<file path="src/rtl/can_rrq_pkg.sv">
package can_rrq_pkg;
  localparam int ID_W   = 29;
  localparam int B_LO   = 15;   // format B compares [28:15]
  localparam int C_LO   = 21;   // format C compares [28:21]

  typedef enum logic [1:0] {
    FMT_FULL  = 2'b00,
    FMT_WIDE  = 2'b01,
    FMT_NARROW = 2'b10,
    FMT_OFF   = 2'b11
  } flt_fmt_e;

  typedef struct packed {
    logic            vld;
    logic [ID_W-1:0] id;
    logic            ide;
  } rrq_frame_t;
endpackage

</file>
<file path="src/rtl/rrq_mb_match.sv">
module rrq_mb_match
  import can_rrq_pkg::*;
(
  input  rrq_frame_t      frm,
  input  logic            rr_en,
  input  logic [ID_W-1:0] tgt_id,
  input  logic            tgt_ide,
  output logic            hit
);
  // exact compare, no mask
  always_comb begin
    hit = frm.vld && rr_en && (frm.ide == tgt_ide) && (frm.id == tgt_id);
  end
endmodule

</file>
<file path="src/rtl/rrq_flt_match.sv">
module rrq_flt_match
  import can_rrq_pkg::*;
(
  input  rrq_frame_t      frm,
  input  logic [1:0]      fmt,
  input  logic            rtr_ok,
  input  logic [ID_W-1:0] tgt_id,
  input  logic            tgt_ide,
  output logic            hit
);
  logic ide_eq, full_eq, wide_eq, narrow_eq;

  always_comb begin
    ide_eq    = (frm.ide == tgt_ide);
    full_eq   = (frm.id == tgt_id);
    wide_eq   = (frm.id[ID_W-1:B_LO] == tgt_id[ID_W-1:B_LO]);
    narrow_eq = (frm.id[ID_W-1:C_LO] == tgt_id[ID_W-1:C_LO]);
    hit = 1'b0;
    if (frm.vld && ide_eq) begin
      unique case (flt_fmt_e'(fmt))
        FMT_FULL:   hit = full_eq && rtr_ok;
        FMT_WIDE:   hit = wide_eq && rtr_ok;
        FMT_NARROW: hit = narrow_eq;
        default:    hit = 1'b0;
      endcase
    end
  end
endmodule

</file>
<file path="src/rtl/can_rrq_responder.sv">
module can_rrq_responder
  import can_rrq_pkg::*;
#(
  parameter int NUM_MB  = 4,
  parameter int NUM_FLT = 4,
  localparam int IDX_W  = (NUM_FLT > 1) ? $clog2(NUM_FLT) : 1
) (
  input  logic                    clk,
  input  logic                    rst,
  input  logic                    rx_valid,
  input  logic [ID_W-1:0]         rx_id,
  input  logic                    rx_ide,
  input  logic                    rx_rtr,
  input  logic [3:0]              rx_dlc,
  input  logic                    fifo_en,
  input  logic [NUM_MB-1:0]       mb_rr_en,
  input  logic [NUM_MB*ID_W-1:0]  mb_id,
  input  logic [NUM_MB-1:0]       mb_ide,
  input  logic [NUM_FLT*2-1:0]    flt_fmt,
  input  logic [NUM_FLT-1:0]      flt_rtr_ok,
  input  logic [NUM_FLT*ID_W-1:0] flt_id,
  input  logic [NUM_FLT-1:0]      flt_ide,
  output logic [NUM_MB-1:0]       tx_req,
  output logic                    fifo_wr,
  output logic [IDX_W-1:0]        fifo_idx
);
  // the request length never matters: replies use the mailbox length
  logic dlc_unused;
  assign dlc_unused = ^rx_dlc;

  // stage 1: capture remote frames only
  rrq_frame_t s1;
  always_ff @(posedge clk) begin
    if (rst) begin
      s1 <= '0;
    end else begin
      s1.vld <= rx_valid && rx_rtr;
      s1.id  <= rx_id;
      s1.ide <= rx_ide;
    end
  end

  logic [NUM_MB-1:0]  mb_hit;
  logic [NUM_FLT-1:0] flt_hit;

  for (genvar m = 0; m < NUM_MB; m++) begin : g_mb
    rrq_mb_match i_mb (
      .frm     (s1),
      .rr_en   (mb_rr_en[m]),
      .tgt_id  (mb_id[m*ID_W +: ID_W]),
      .tgt_ide (mb_ide[m]),
      .hit     (mb_hit[m])
    );
  end

  for (genvar f = 0; f < NUM_FLT; f++) begin : g_flt
    rrq_flt_match i_flt (
      .frm     (s1),
      .fmt     (flt_fmt[f*2 +: 2]),
      .rtr_ok  (flt_rtr_ok[f]),
      .tgt_id  (flt_id[f*ID_W +: ID_W]),
      .tgt_ide (flt_ide[f]),
      .hit     (flt_hit[f])
    );
  end

  // lowest accepting filter wins the index
  logic [IDX_W-1:0] first_flt;
  always_comb begin
    first_flt = '0;
    for (int i = NUM_FLT - 1; i >= 0; i--) begin
      if (flt_hit[i]) first_flt = i[IDX_W-1:0];
    end
  end

  logic to_fifo;
  assign to_fifo = fifo_en && (|flt_hit);

  // stage 2: registered decision
  always_ff @(posedge clk) begin
    if (rst) begin
      tx_req   <= '0;
      fifo_wr  <= 1'b0;
      fifo_idx <= '0;
    end else begin
      tx_req   <= to_fifo ? '0 : mb_hit;
      fifo_wr  <= to_fifo;
      fifo_idx <= to_fifo ? first_flt : '0;
    end
  end
endmodule

</file>
<file path="config.mk">
export PLATFORM = sky130hd
export DESIGN_NAME = can_rrq_responder
export DESIGN_NICKNAME = d
export VERILOG_FILES = /design/src/rtl/can_rrq_pkg.sv /design/src/rtl/rrq_mb_match.sv /design/src/rtl/rrq_flt_match.sv /design/src/rtl/can_rrq_responder.sv
export SDC_FILE = /design/constraint.sdc
export NUM_CORES = 1
export LEC_CHECK = 0
export CAP_MARGIN = 5
export CORE_MARGIN = 2
export CORE_UTILIZATION = 26
export DETAILED_ROUTE_END_ITERATION = 12
export REMOVE_ABC_BUFFERS = 1
export SYNTH_ARGS = -nofsm -noshare
export SYNTH_HDL_FRONTEND = slang
export SYNTH_SLANG_ARGS = --single-unit
</file>
<file path="constraint.sdc">
create_clock -name clk -period 2.35 [get_ports clk]
set_input_delay 0.47 -clock clk [delete_from_list [all_inputs] [get_ports clk]]
set_output_delay 0.47 -clock clk [all_outputs]
set_load 0.005 [all_outputs]
</file>
After elaboration in Yosys (flattened, before gate mapping) --
Index checks and enable logic that the tools add are counted.
Storage, ports and cells: output and inout port bits 7, flip-flop bits (word level) 38, input bits 295, word-level logic and storage cells 85
Cells by class: muxes and demuxes 11, bitwise logic cells 1, reduce and logical (&&, ||, !) cells 34, eq/ne operators 32
Operators by type and width (number):
- 29-bit equality test | 8
- 14-bit equality test | 4
- 8-bit equality test | 4
- 1-bit logical AND | 26
- 1-bit case mux with 3 select lines | 4
- 1-bit equality test | 8
- 2-bit by 1-bit equality test with 1-bit output (second input constant) | 4
- 2-bit equality test (second input constant) | 4
- 2-bit logical NOT | 4
- 4-bit OR reduction | 2
- 1-bit two-way mux | 5
- 2-bit two-way mux | 2
- 3-bit OR reduction | 1
- 2-bit OR reduction | 1
- 1-bit inverter | 1

Logic depth before layout (Yosys ltp) --
Gate-level depths: netlist of run 1.
depth in word-level cells 8, mapped depth 8, depth with buffers taken out 7

Hierarchy --
Synthesis of run 1 repeated with hierarchy kept, for this count alone.
Unflattened totals: cells, all modules 427, area total of the unflattened synthesis 3951.3 µm²
By module, submodules not included:
- rrq_flt_match | times used 4, sequential area each 0.0 µm², cells an instance 44, area an instance 381.6 µm²
- rrq_mb_match | times used 4, sequential area each 0.0 µm², cells an instance 41, area an instance 335.3 µm²
- can_rrq_responder | times used 1, sequential area each 760.7 µm², cells an instance 87, area an instance 1083.5 µm²

Least setup slack after synthesis of run 1 --
OpenSTA, ideal clock, no wires.
path kind input -> register, start point input flt_id[18], end point register tx_req[0], setup time 0.116 ns, path buffers 0, arrival 1.998 ns, required time 2.234 ns, slack 0.235 ns, stages 7, cell sequence xor2_1 or4_1 nor4_2 mux2i_1 a211oi_2 o31ai_2 and4_1
On the way: cells in the longest elaborated chain, start to end 7, elaborated cells on any way between the ends 9, those cells by class eq/ne (2); mux (2); reduce/logical (5)
Ends and longest elaborated chain:
- start: declaration | line can_rrq_responder.sv:21 | input logic [NUM_FLT*ID_W-1:0] flt_id,
- 29-bit equality test / 14-bit equality test (equally long branches) | line rrq_flt_match.sv:15, rrq_flt_match.sv:16
- 1-bit logical AND (on tied branches) | line rrq_flt_match.sv:21, rrq_flt_match.sv:22
- 1-bit case mux with 3 select lines (*) | line rrq_flt_match.sv:20 | unique case (flt_fmt_e'(fmt))
- 1-bit two-way mux (*) | line rrq_flt_match.sv:19 | if (frm.vld && ide_eq) begin
- 4-bit OR reduction (*) | line can_rrq_responder.sv:77 | assign to_fifo = fifo_en && (|flt_hit);
- 1-bit logical AND (*) | line can_rrq_responder.sv:77
- 2-bit OR reduction (no line) (*)
- end signal: assignment | line can_rrq_responder.sv:86 | tx_req <= to_fifo ? '0 : mb_hit;
- end: declaration | line can_rrq_responder.sv:23 | output logic [NUM_MB-1:0] tx_req,
Mark *: on every way between the ends. The rest lies on a longest branch, timed or not. A chain may end at the register's enable or synchronous reset.

Worst setup path after layout of run 1 --
start point input flt_id[31], end point register fifo_idx[0]
On the way: cells in the longest elaborated chain, start to end 8, elaborated cells on any way between the ends 9, those cells by class eq/ne (1); mux (3); bitwise (1); reduce/logical (4)
Ends and longest elaborated chain:
- 29-bit equality test (*) | line rrq_flt_match.sv:15 | full_eq = (frm.id == tgt_id);
- 1-bit logical AND (*) | line rrq_flt_match.sv:21 | FMT_FULL: hit = full_eq && rtr_ok;
- 1-bit case mux with 3 select lines (*) | line rrq_flt_match.sv:20
- 1-bit two-way mux (*) | line rrq_flt_match.sv:19
- 4-bit OR reduction | line can_rrq_responder.sv:77
- 1-bit logical AND | line can_rrq_responder.sv:77
- 1-bit inverter (no line)
- 3-bit OR reduction (no line)
- end signal: assignment | line can_rrq_responder.sv:88 | fifo_idx <= to_fifo ? first_flt : '0;
- end: declaration | line can_rrq_responder.sv:25 | output logic [IDX_W-1:0] fifo_idx
Marked as above.

==> results of run 1 <==
## worst paths after layout
kind / cells past startpoint / to / start
setup reg to reg: 8 / tx_req[0]$_SDFF_PP0_ / s1[6]$_SDFF_PP0_
hold / removal: 2 / s1[4]$_SDFF_PP0_ / rx_id[3]
hold reg to reg: 2 / tx_req[1]$_SDFF_PP0_ / s1[30]$_SDFF_PP0_
setup / recovery: 10 / fifo_idx[0]$_SDFF_PP0_ / flt_id[31]
## final cells by class
cell class	instances	area share
multi-input cells	378	0.4055
inverters	1	0.0004775
clock inverters	1	0.0009550
well taps	188	0.02992
clock buffers	6	0.01639
flip-flops and latches	38	0.09963
repair buffers	366	0.4471
## worst max-delay path, cell delays in order
cell	delay, ns
clkdlybuf4s50_1	0.48
xnor2_1	0.11
nand4_1	0.16
nor4_2	0.34
buf_4	0.18
o21ai_1	0.06
a211oi_2	0.23
buf_4	0.17
a21oi_1	0.05
nor4b_2	0.22
## power breakdown
part	internal, uW	switching, uW	total, uW
Clock	389	288	677
Combinational	750	401	1150
Sequential	673	63.5	737
Total	1810	753	2560
## cells in the final DEF, fill, tap and decap left out, drive strengths merged, types with 5 or more instances in the layout
cell,instances
dlymetal6s2s,12
xor2,71
clkbuf,6
nand3,5
clkdlybuf4s50,258
buf,69
nand4,41
nor2b,31
dlygate4sd2,25
dfxtp,38
xnor2,169
nor4,24
## cell families (layout without fill, tap and decap cells)
kind of cell | after synthesis | in the layout
xor+xnor | 240 | 240
simple gates | 124 | 124
flops | 38 | 38
buf+inv | 34 | 374
compound gates | 13 | 13
mux | 1 | 1
## repair_timing
item / in CTS / in global routing
pin swaps: 25 / 23
setup buffers: 1 / 0
hold buffers: 0 / 0
endpoints found under the setup margin: 7 / 7
resized for setup: 54 / 30
## sequential cells by signal (all words and copies together), names as in the netlist
| signal | count |
|---|---|
| s1 | 31 |
| tx_req | 4 |
| fifo_idx | 2 |
| fifo_wr | 1 |
## per-layer routing
layer,up-vias,wire length [um]
met1,2087,7679
li1,2182,-
met2,185,10290
met5,-,0
met4,0,665
met3,41,1333
## through the flow
| step | area, um^2 | power, uW | util | hold WS [ns] |
|---|---|---|---|---|
| after floorplan | 3776 | 1141 | - | 0.5395 |
| after global placement | 7527 | 1871 | 0.5007 | 0.7616 |
| after detailed placement | 7527 | 1886 | 0.5007 | 0.7783 |
| after CTS | 7744 | 2573 | 0.5151 | 0.7195 |
| after global routing | 7861 | 2696 | 0.5229 | 0.7279 |
| final | 7861 | 2565 | 0.5229 | 0.7251 |
==> impl_metrics.toml, run 1 <==
[run_status]
status = "finished, final reports clean"

[timing]
slew_violations = 0
max_slew_margin = 0.5249
setup_violations = 0
finClkSkew_ns = 0.004584
fin_ws_ns = 0.06766
rsz0062_at_grt = "false"
max_slew.worst_pin.slew_ns = 0.7061
tns_ns = 0
finalCritPeriodShare = 0.9712
fmax_mhz = 438.1
finalHoldViolCount = 0
fin_crit_ns = 2.282

[placement]
dp.cells = 971
dp_hpwl_um = 17390
gp_congestion = 0.9647
port_buffers = 297
pre_cts_slack_ns = -0.6211

[critical_path]
cp.required_ns = 2.54
r2r_slack_ns = 0.10
critPathArrivalTime_ns = 2.48
worstPathMaxFanout = 4
start_kind = "input pin"
end_kind = "flip-flop"
path_class = "input pin to flip-flop"

[floorplan]
die_x_um = 127.5
ios = 302
design.core.area_um2 = 15030
start_util = 0.2636
num_rows = 45
die_y_um = 127.5
fp.dieArea_um2 = 16240

[pwr]
ir_drop_uv = 197.0
powerDensity_nw_per_um2 = 326.3
leakagePower_uw = 0.002908

[global_route]
antenna_found_initial = 1
grt-ovfl-total = 0
gr-usage-met2 = 0.4401
grt_pass1_vias = 5100
grt_max_degree = 29
busiest_layer = "met2"
grt_usage = 0.2387
grt_pass1_wl_um = 28700
grt_use_met1 = 0.2650
met3_usage = 0.05570

[detailed_routing]
firstDrtPassIters = 4
dr_total_vias = 4495
first_iter_violations = 125
drc = 0
routed_wl_um = 19970
drtAntennaViolNets = 0
vias_per_cell = 4.596
wl_per_cell_um = 20.42

[logic_synthesis]
synth_compound_area_frac = 0.02684
ys_top_cells_by_area = "xnor2_1 37%, dfxtp_1 19%, xor2_1 16%"
ys_seq_elements = 38
async_reset_ff_frac = 0
synth_top_family_by_area = "XOR/XNOR gates"
synth.most_common_cell = "xnor2_1"
ys_types = 34
netlist_area_um2 = 3963
synth_top_area_frac = 0.3735
ys_seq_area_frac = 0.1920
synth_edf_count = 0
synth_flop_cell = "dfxtp_1"
netlist_instances = 450
ys_warn_count = 0
synthAdderAreaFrac = 0
muxShareOfSynthArea = 0.002526
syn_area_per_cell_um2 = 8.806
synth_xor_area_frac = 0.5305
synth_top_cells_by_count = "169 x xnor2_1, 71 x xor2_1, 41 x nand4_1, 38 x dfxtp_1, 31 x nor2b_1"
synth_top_area_cell = "xnor2_1"
synth-simple-area-share = 0.2002

[finish]
multiInputGateArea_um2 = 3188
fill_cells = 1432
drive_gt1_frac = 0.1456
seq_area_um2 = 783.3
nNetsFinal = 1085
stdcell_count = 978
area_growth_pct = 98.39
n_antenna_cell = 0

[clock_network]
root_buffer = "clkbuf_16"
tritoncts = "yes"
cts_buffers = 5
path_clk_slew_ns = 0.06
clockBufferDepth = 2
worstSkewPairLatency_ns = 0.28
htreeDepth = 2
clock_sinks = 38

[min_path]
hold_class = "input pin to flip-flop"

[flow_run]
drv_cap = 0
Note: power is estimated with default switching activity, not from simulation.
==> run 2: changes to the inputs <==
- SKIP_LAST_GASP: not set -> 1
- SLEW_MARGIN: not set -> 20
==> results of run 2 <==
No change in the layout: final DEF, timing and power equal those of run 1.
